===== config.mk =====
export PLATFORM = sky130hd
export DESIGN_NAME = hvdac_seq
export DESIGN_NICKNAME = d
export VERILOG_FILES = /design/src/rtl/hvdac_pkg.sv /design/src/rtl/hvdac_rec_check.sv /design/src/rtl/hvdac_wait_timer.sv /design/src/rtl/hvdac_bank_route.sv /design/src/rtl/hvdac_seq_ctrl.sv /design/src/rtl/hvdac_seq.sv
export SDC_FILE = /design/constraint.sdc
export NUM_CORES = 1
export LEC_CHECK = 0
export BUFFER_PORTS_ARGS = -buffer_cell sky130_fd_sc_hd__buf_2
export CORE_ASPECT_RATIO = 0.9
export CORE_MARGIN = 1
export CORE_UTILIZATION = 53
export DETAILED_ROUTE_END_ITERATION = 10
export HOLD_SLACK_MARGIN = 0.06
export PLACE_DENSITY = 0.75
export SYNTH_ARGS = -nofsm -noshare
export SYNTH_HDL_FRONTEND = slang
export SYNTH_SLANG_ARGS = --single-unit

===== constraint.sdc =====
create_clock -name clk -period 2.15 [get_ports clk]
set_input_delay 0.215 -clock clk [delete_from_list [all_inputs] [get_ports clk]]
set_output_delay 0.215 -clock clk [all_outputs]
set_load 0.03 [all_outputs]

===== src/rtl/hvdac_pkg.sv =====
// Package: hvdac_pkg
// Shared state encoding for the channel update sequencer.
// Assumes: no other content; all widths are set by module parameters.
package hvdac_pkg;

    // Sequencer phases, in the order one record walks through them.
    typedef enum logic [3:0] {
        SEQ_IDLE       = 4'd0,
        SEQ_FETCH_HDR  = 4'd1,
        SEQ_TAKE_HDR   = 4'd2,
        SEQ_FETCH_CODE = 4'd3,
        SEQ_TAKE_CODE  = 4'd4,
        SEQ_LOAD       = 4'd5,
        SEQ_SETTLE     = 4'd6,
        SEQ_SELECT     = 4'd7,
        SEQ_HOLD       = 4'd8
    } seq_state_t;

endpackage


===== src/rtl/hvdac_rec_check.sv =====
// Module: hvdac_rec_check
// Purpose: decodes a record header into a channel index and decides
//          whether the record may drive the outputs.
// Assumes: DATA_W > CH_W; the bits above the channel field form a prefix
//          that must be zero; NUM_CH <= 2**CH_W.
module hvdac_rec_check #(
    parameter int DATA_W = 8,
    parameter int CH_W   = 6,
    parameter int NUM_CH = 59
) (
    input  logic [DATA_W-1:0] hdr,
    output logic [CH_W-1:0]   chan,
    output logic              rec_ok
);
    localparam int PFX_W = DATA_W - CH_W;

    logic prefix_ok;
    logic range_ok;

    // Channel field is the low part of the header.
    assign chan = hdr[CH_W-1:0];

    // Prefix test only exists when the header is wider than the channel field.
    generate
        if (PFX_W > 0) begin : g_prefix
            assign prefix_ok = ~|hdr[DATA_W-1:CH_W];
        end else begin : g_no_prefix
            assign prefix_ok = 1'b1;
        end
    endgenerate

    // Range test is widened by one bit so NUM_CH = 2**CH_W also works.
    assign range_ok = ({1'b0, chan} < (CH_W+1)'(NUM_CH));

    assign rec_ok = prefix_ok && range_ok;

endmodule


===== src/rtl/hvdac_wait_timer.sv =====
// Module: hvdac_wait_timer
// Purpose: one down-counter shared by the settle and hold phases.
// Assumes: the controller loads (length - 1) one cycle before the phase
//          starts; expired is high when the count has reached zero.
module hvdac_wait_timer #(
    parameter int CNT_W = 8
) (
    input  logic             clk,
    input  logic             rst_n,
    input  logic             load,
    input  logic [CNT_W-1:0] load_val,
    output logic             expired
);
    logic [CNT_W-1:0] cnt_q;

    // Load on request, otherwise count down and stop at zero.
    always_ff @(posedge clk) begin
        if (!rst_n) begin
            cnt_q <= '0;
        end else if (load) begin
            cnt_q <= load_val;
        end else if (cnt_q != '0) begin
            cnt_q <= cnt_q - CNT_W'(1);
        end
    end

    assign expired = (cnt_q == '0);

endmodule


===== src/rtl/hvdac_bank_route.sv =====
// Module: hvdac_bank_route
// Purpose: steers a channel index to one hold bank. The upper channel bits
//          pick the bank; the lower SEL_W bits become that bank's select.
// Assumes: BANK_W >= 1; drive is high only during select and hold phases.
module hvdac_bank_route #(
    parameter int SEL_W  = 5,
    parameter int BANK_W = 1
) (
    input  logic                           drive,
    input  logic [SEL_W+BANK_W-1:0]        chan,
    output logic [(1<<BANK_W)-1:0]         bank_en,
    output logic [(1<<BANK_W)-1:0][SEL_W-1:0] bank_sel
);
    localparam int NUM_BANKS = 1 << BANK_W;
    localparam int CH_W      = SEL_W + BANK_W;

    logic [BANK_W-1:0] bank_idx;
    logic [SEL_W-1:0]  sub_sel;

    // Split the channel into bank number and sub-select.
    assign bank_idx = chan[CH_W-1:SEL_W];
    assign sub_sel  = chan[SEL_W-1:0];

    // One enable and one select per bank; idle banks show a zero select.
    generate
        for (genvar b = 0; b < NUM_BANKS; b++) begin : g_bank
            assign bank_en[b]  = drive && (bank_idx == BANK_W'(b));
            assign bank_sel[b] = bank_en[b] ? sub_sel : '0;
        end
    endgenerate

endmodule


===== src/rtl/hvdac_seq_ctrl.sv =====
// Module: hvdac_seq_ctrl
// Purpose: the record sequencer. Reads header and code bytes, loads the
//          D/A, times the settle and hold phases through the shared timer,
//          and reports busy, done and discarded records.
// Assumes: fifo_q is valid the cycle after fifo_rdreq; SETTLE_CYC and
//          HOLD_CYC are both at least 1 and fit in CNT_W bits.
module hvdac_seq_ctrl
    import hvdac_pkg::*;
#(
    parameter int DATA_W     = 8,
    parameter int CH_W       = 6,
    parameter int CNT_W      = 8,
    parameter int SETTLE_CYC = 23,
    parameter int HOLD_CYC   = 208
) (
    input  logic              clk,
    input  logic              rst_n,
    input  logic              start,
    input  logic              fifo_empty,
    input  logic [DATA_W-1:0] fifo_q,
    input  logic              rec_ok,
    input  logic [CH_W-1:0]   rec_chan,
    input  logic              tmr_expired,
    output logic              fifo_rdreq,
    output logic [DATA_W-1:0] hdr_q,
    output logic [DATA_W-1:0] code_q,
    output logic [CH_W-1:0]   chan_q,
    output logic              dac_wr,
    output logic              drive,
    output logic              tmr_load,
    output logic [CNT_W-1:0]  tmr_val,
    output logic              busy,
    output logic              done,
    output logic              rec_err
);
    localparam logic [CNT_W-1:0] SETTLE_LOAD = CNT_W'(SETTLE_CYC - 1);
    localparam logic [CNT_W-1:0] HOLD_LOAD   = CNT_W'(HOLD_CYC - 1);

    seq_state_t state_q;
    seq_state_t state_d;
    logic       fetching;

    // A fetch phase requests a byte only when one is present.
    assign fetching   = (state_q == SEQ_FETCH_HDR) || (state_q == SEQ_FETCH_CODE);
    assign fifo_rdreq = fetching && !fifo_empty;

    // Moore strobes derived from the phase.
    assign dac_wr   = (state_q == SEQ_LOAD);
    assign drive    = (state_q == SEQ_SELECT) || (state_q == SEQ_HOLD);
    assign tmr_load = (state_q == SEQ_LOAD) || (state_q == SEQ_SELECT);
    assign tmr_val  = (state_q == SEQ_LOAD) ? SETTLE_LOAD : HOLD_LOAD;

    // Next-phase selection.
    always_comb begin
        state_d = state_q;
        case (state_q)
            SEQ_IDLE:       if (start) state_d = SEQ_FETCH_HDR;
            SEQ_FETCH_HDR:  state_d = fifo_empty ? SEQ_IDLE : SEQ_TAKE_HDR;
            SEQ_TAKE_HDR:   state_d = SEQ_FETCH_CODE;
            SEQ_FETCH_CODE: if (!fifo_empty) state_d = SEQ_TAKE_CODE;
            SEQ_TAKE_CODE:  state_d = rec_ok ? SEQ_LOAD : SEQ_FETCH_HDR;
            SEQ_LOAD:       state_d = SEQ_SETTLE;
            SEQ_SETTLE:     if (tmr_expired) state_d = SEQ_SELECT;
            SEQ_SELECT:     state_d = SEQ_HOLD;
            SEQ_HOLD:       if (tmr_expired) state_d = SEQ_FETCH_HDR;
            default:        state_d = SEQ_IDLE;
        endcase
    end

    // Phase register.
    always_ff @(posedge clk) begin
        if (!rst_n) state_q <= SEQ_IDLE;
        else        state_q <= state_d;
    end

    // Record capture: header always, code and channel only for good records.
    always_ff @(posedge clk) begin
        if (!rst_n) begin
            hdr_q  <= '0;
            code_q <= '0;
            chan_q <= '0;
        end else begin
            if (state_q == SEQ_TAKE_HDR) hdr_q <= fifo_q;
            if (state_q == SEQ_TAKE_CODE && rec_ok) begin
                code_q <= fifo_q;
                chan_q <= rec_chan;
            end
        end
    end

    // Packet status flags: busy, done and discard pulses.
    always_ff @(posedge clk) begin
        if (!rst_n) begin
            busy    <= 1'b0;
            done    <= 1'b0;
            rec_err <= 1'b0;
        end else begin
            done    <= 1'b0;
            rec_err <= (state_q == SEQ_TAKE_CODE) && !rec_ok;
            if (state_q == SEQ_FETCH_HDR) begin
                if (fifo_empty) begin
                    busy <= 1'b0;
                    done <= 1'b1;
                end else begin
                    busy <= 1'b1;
                end
            end
        end
    end

    // each request takes one byte; requests never sit back to back.
    assert_single_read_R3: assert property (@(posedge clk) disable iff (!rst_n)
        fifo_rdreq |=> !fifo_rdreq);

    // the end-of-packet pulse never coincides with busy.
    assert_done_not_busy_R10: assert property (@(posedge clk) disable iff (!rst_n)
        done |-> !busy);

endmodule


===== src/rtl/hvdac_seq.sv =====
// Module: hvdac_seq
// Purpose: top of the high-voltage channel update sequencer. Ties the
//          record checker, the sequencer, the shared wait timer and the
//          two-bank router together.
// Assumes: a FIFO with registered read data and a synchronous clear; two
//          hold banks, each with a SEL_W-bit select.
module hvdac_seq #(
    parameter int DATA_W     = 8,
    parameter int SEL_W      = 5,
    parameter int NUM_CH     = 59,
    parameter int SETTLE_CYC = 23,
    parameter int HOLD_CYC   = 208
) (
    input  logic              clk,
    input  logic              rst_n,
    input  logic              start,
    input  logic              fifo_empty,
    input  logic [DATA_W-1:0] fifo_q,
    output logic              fifo_rdreq,
    output logic              fifo_sclr,
    output logic [DATA_W-1:0] dac_data,
    output logic              dac_wr,
    output logic              hv_en_a,
    output logic [SEL_W-1:0]  hv_sel_a,
    output logic              hv_en_b,
    output logic [SEL_W-1:0]  hv_sel_b,
    output logic              busy,
    output logic              done,
    output logic              rec_err
);
    localparam int BANK_W    = 1;
    localparam int NUM_BANKS = 1 << BANK_W;
    localparam int CH_W      = SEL_W + BANK_W;
    localparam int MAX_WAIT  = (HOLD_CYC > SETTLE_CYC) ? HOLD_CYC : SETTLE_CYC;
    localparam int CNT_W     = $clog2(MAX_WAIT + 1);
    localparam int RUN_W     = $clog2(HOLD_CYC + 2) + 1;

    logic [DATA_W-1:0] hdr_q;
    logic [DATA_W-1:0] code_q;
    logic [CH_W-1:0]   chan_q;
    logic [CH_W-1:0]   rec_chan;
    logic              rec_ok;
    logic              drive;
    logic              tmr_load;
    logic [CNT_W-1:0]  tmr_val;
    logic              tmr_expired;
    logic [NUM_BANKS-1:0]            bank_en;
    logic [NUM_BANKS-1:0][SEL_W-1:0] bank_sel;

    // The FIFO is cleared for as long as reset is held.
    assign fifo_sclr = ~rst_n;

    hvdac_rec_check #(
        .DATA_W (DATA_W),
        .CH_W   (CH_W),
        .NUM_CH (NUM_CH)
    ) i_check (
        .hdr    (hdr_q),
        .chan   (rec_chan),
        .rec_ok (rec_ok)
    );

    hvdac_seq_ctrl #(
        .DATA_W     (DATA_W),
        .CH_W       (CH_W),
        .CNT_W      (CNT_W),
        .SETTLE_CYC (SETTLE_CYC),
        .HOLD_CYC   (HOLD_CYC)
    ) i_ctrl (
        .clk         (clk),
        .rst_n       (rst_n),
        .start       (start),
        .fifo_empty  (fifo_empty),
        .fifo_q      (fifo_q),
        .rec_ok      (rec_ok),
        .rec_chan    (rec_chan),
        .tmr_expired (tmr_expired),
        .fifo_rdreq  (fifo_rdreq),
        .hdr_q       (hdr_q),
        .code_q      (code_q),
        .chan_q      (chan_q),
        .dac_wr      (dac_wr),
        .drive       (drive),
        .tmr_load    (tmr_load),
        .tmr_val     (tmr_val),
        .busy        (busy),
        .done        (done),
        .rec_err     (rec_err)
    );

    hvdac_wait_timer #(
        .CNT_W (CNT_W)
    ) i_timer (
        .clk      (clk),
        .rst_n    (rst_n),
        .load     (tmr_load),
        .load_val (tmr_val),
        .expired  (tmr_expired)
    );

    hvdac_bank_route #(
        .SEL_W  (SEL_W),
        .BANK_W (BANK_W)
    ) i_route (
        .drive    (drive),
        .chan     (chan_q),
        .bank_en  (bank_en),
        .bank_sel (bank_sel)
    );

    // Bank 0 is A, bank 1 is B.
    assign dac_data = code_q;
    assign hv_en_a  = bank_en[0];
    assign hv_sel_a = bank_sel[0];
    assign hv_en_b  = bank_en[1];
    assign hv_sel_b = bank_sel[1];

    // Length of the current enable run, used by the hold-window check.
    logic [RUN_W-1:0] en_run_q;
    localparam logic [RUN_W-1:0] HOLD_RUN = RUN_W'(HOLD_CYC + 1);

    // Count consecutive cycles with a bank enabled.
    always_ff @(posedge clk) begin
        if (!rst_n)          en_run_q <= '0;
        else if (|bank_en)   en_run_q <= en_run_q + RUN_W'(1);
        else                 en_run_q <= '0;
    end

    // no bank is enabled in the cycle after the D/A strobe.
    assert_settle_gap_R5: assert property (@(posedge clk) disable iff (!rst_n)
        dac_wr |=> !(hv_en_a || hv_en_b));

    // at most one bank takes the D/A output.
    assert_one_bank_R6: assert property (@(posedge clk) disable iff (!rst_n)
        $onehot0({hv_en_b, hv_en_a}));

    // the code on the D/A does not move while a bank is acquiring.
    assert_code_stable_R7: assert property (@(posedge clk) disable iff (!rst_n)
        (hv_en_a || hv_en_b) |-> $stable(dac_data));

    // an enable run lasts exactly the select cycle plus the hold window.
    assert_hold_window_R7: assert property (@(posedge clk) disable iff (!rst_n)
        ($past(hv_en_a || hv_en_b) && !(hv_en_a || hv_en_b)) |-> (en_run_q == HOLD_RUN));

    // a discarded record leaves the D/A code untouched.
    assert_err_keeps_code_R8: assert property (@(posedge clk) disable iff (!rst_n)
        rec_err |-> $stable(dac_data));

endmodule


==> results_dict.tcl <==
set metrics [dict create \
    seqCellArea_um2 744 \
    final_common_cell "buf_2" \
    synth_edf_count 0 \
    period_share 0.964 \
    rows 19 \
    ys_async_sr_fraction 0 \
    track_usage 0.241 \
    clock-sinks 37 \
    grt_pass1_wl_um 6170 \
    crit_start "i_ctrl.state_q[3]" \
    crit_path_top_delay_cell "dfxtp_2" \
    cp-endpoint "hv_sel_b[1]" \
    crit_buf_inv 1 \
    cts_inserted_buffers 5 \
    num_vias 1514 \
    r2r-end "i_timer.cnt_q[1]" \
    syn_area_mm2 0.00172 \
    tns_ns 0 \
    start_util 0.560 \
    r2r_slack_ns 0.27 \
    max_cap_violations 0 \
    multi_input_area_um2 926 \
    skew_ns 0.0134 \
    ys_warn_count 0 \
    p_total_w 0.00220 \
    diodes 0 \
    startpoint_type "flop" \
    finalNonFillerCells 279 \
    hp-class "input pin to flop" \
    antenna_found_initial 0 \
    tightestPinTransition_ns 0.404 \
    clkTransAtPathRegs_ns 0.11 \
    die-height_um 56.0 \
    setup_viol 0 \
    relSlewSlack 0.728 \
    ir_worst_vdd_v 0.000755 \
    cpLargestDelayFamily "simple AND/OR/NAND/NOR gates" \
    clockRootBuffer "clkbuf_4" \
    clk_path_buf_depth 2 \
    cts_tree "done" \
    ys_ff_latch 37 \
    timing.fmax_mhz 483 \
    critPathKind "flop to output pin" \
    worst_ep_arrival_time_ns 1.86 \
    synth_nets 210 \
    hold_ws_ns 0.0842 \
    drt_iter0_drc 131 \
    die_x_um 62.0 \
    wl_um 3780 \
    cp_cell_sequence "and3b_2 > a21oi_1 > nor2b_2 > and2_1 > buf_2" \
    wire_per_inst_um 13.5 \
    dp.cells 271 \
    drtPass1Iterations 5 \
    htree_num_levels 2 \
    synth_flop_cell "dfxtp_1" \
    cp.depth 5 \
    fin_crit_ns 2.07 \
    pin_count 38 \
    fin_nets 250 \
    grt_start_max_net_pins 30 \
    synthToLayoutAreaGrowth_pct 20.5 \
    slew_violations 0 \
    core-area_mm2 0.00307 \
    port_buffers 37 \
    hold_viol_final 0 \
    synthCells 196 \
    dp_hpwl_um 2700 \
    worstSetupEndpointType "output pin" \
    viasPerCell 5.43 \
    drive_above_1_share 0.287 \
    ff2ff_path_depth 6 \
    cellLeakagePower_nw 0.982 \
    die_area_mm2 0.00347 \
    mostFrequentLayoutCells "buf_2 (37), dfxtp_1 (34), nor2_1 (22), nand2_1 (21), a21oi_1 (17)" \
    grt_pass1_vias 1359 \
    grt.overflow.total 0 \
    n_fill_cell 252 \
    hold_buffers 0 \
    grt_setup_unrepaired "no" \
    drc 0 \
    syn_avg_cell_area_um2 8.76 \
    status "complete, no violations" \
    cpPeakStageDelay_ns 0.46 \
    powerDensity_mw_per_mm2 1060 \
    required_ns 1.93 \
    yosysUniqueCellTypes 44 \
    worstPathMaxFanout 11 \
    r2r_start "i_timer.cnt_q[0]" \
    yosysSeqAreaShare 0.431 \
    insertion_delay_ns 0.35 \
    antenna_left 0 \
    gp_congestion 0.865 \
]
==> cell usage after synthesis (all sizes together), types with 5 or more instances <==
library cell | instances | share of area
o21ai | 6 | 0.017
clkbuf | 5 | 0.011
nor3 | 5 | 0.015
nand2 | 21 | 0.046
nor2 | 24 | 0.057
and2 | 10 | 0.036
buf | 5 | 0.017
mux2i | 14 | 0.082
dfxtp | 37 | 0.43
a21oi | 17 | 0.050
==> logic make-up after synthesis <==
logic type	synth area share
flip-flops	0.431
buffers and inverters	0.0371
XOR/XNOR	0.0255
AO/OA/AOI/OAI	0.131
AND/OR/NAND/NOR	0.272
multiplexers	0.0881
adder cells (fa/ha/maj)	0.0146
==> routing by layer <==
layer  GRT usage  up-vias  wire length, um
met5           0        -                0
met4       0.105        0               67
met3      0.0558        9              189
met2       0.359       51             1790
met1       0.328      692             1740
li1            -      762                -
==> power breakdown <==
part           switching, W  leakage, nW  internal, W
clock              0.000231       0.0552     0.000360
combinational      0.000390        0.624     0.000337
sequential         0.000102        0.302     0.000780
==> worst register-to-register path: cells and delay by family, from the launching register on <==
kind	cells	cell delay, ns
fa+ha+maj	1	0.16
flops	1	0.34
mux	1	0.35
buf+inv	1	0.09
compound gates	1	0.14
simple gates	2	0.73
==> repair_timing <==
action	CTS	global route
setup buffers	0	0
resized for setup	3	4
setup endpoints to repair	10	11
==> cell type report <==
class,count,share of cell area
Multi-Input combinational cell,145,0.447
Timing Repair Buffer,43,0.111
Inverter,4,0.00725
Clock buffer,5,0.0181
Sequential cell,37,0.360
Tap cell,42,0.0254
Clock inverter,3,0.0314
==> registers in the layout, indices dropped and copies added (netlist names) <==
register	cells
i_ctrl.busy	1
i_ctrl.chan_q	6
i_ctrl.code_q	8
i_ctrl.done	1
i_ctrl.hdr_q	8
i_ctrl.rec_err	1
i_ctrl.state_q	4
i_timer.cnt_q	8
==> worst min path at each step <==
| stage | slack (ns) | endpoint | cells past startpoint | startpoint |
|---|---|---|---|---|
| final | 0.08 | i_ctrl.busy | 2 | fifo_empty |
| after global routing | 0.07 | i_ctrl.busy | 2 | fifo_empty |
| after CTS | 0.08 | i_ctrl.busy | 2 | fifo_empty |
| after detailed placement | 0.45 | i_ctrl.busy | 2 | fifo_empty |
| after global placement | 0.44 | i_ctrl.busy | 2 | fifo_empty |
| after floorplan | 0.31 | i_ctrl.busy | 1 | fifo_empty |
==> through the flow <==
stage,cell area (um^2),util,worst slack (ns)
final,2070,0.675,0.0781
after global routing,2070,0.675,0.0229
after CTS,2060,0.672,0.0398
after detailed placement,1950,0.636,0.321
after global placement,1950,0.636,0.326
after floorplan,1720,-,0.140
(Power assumes the default switching activity.)
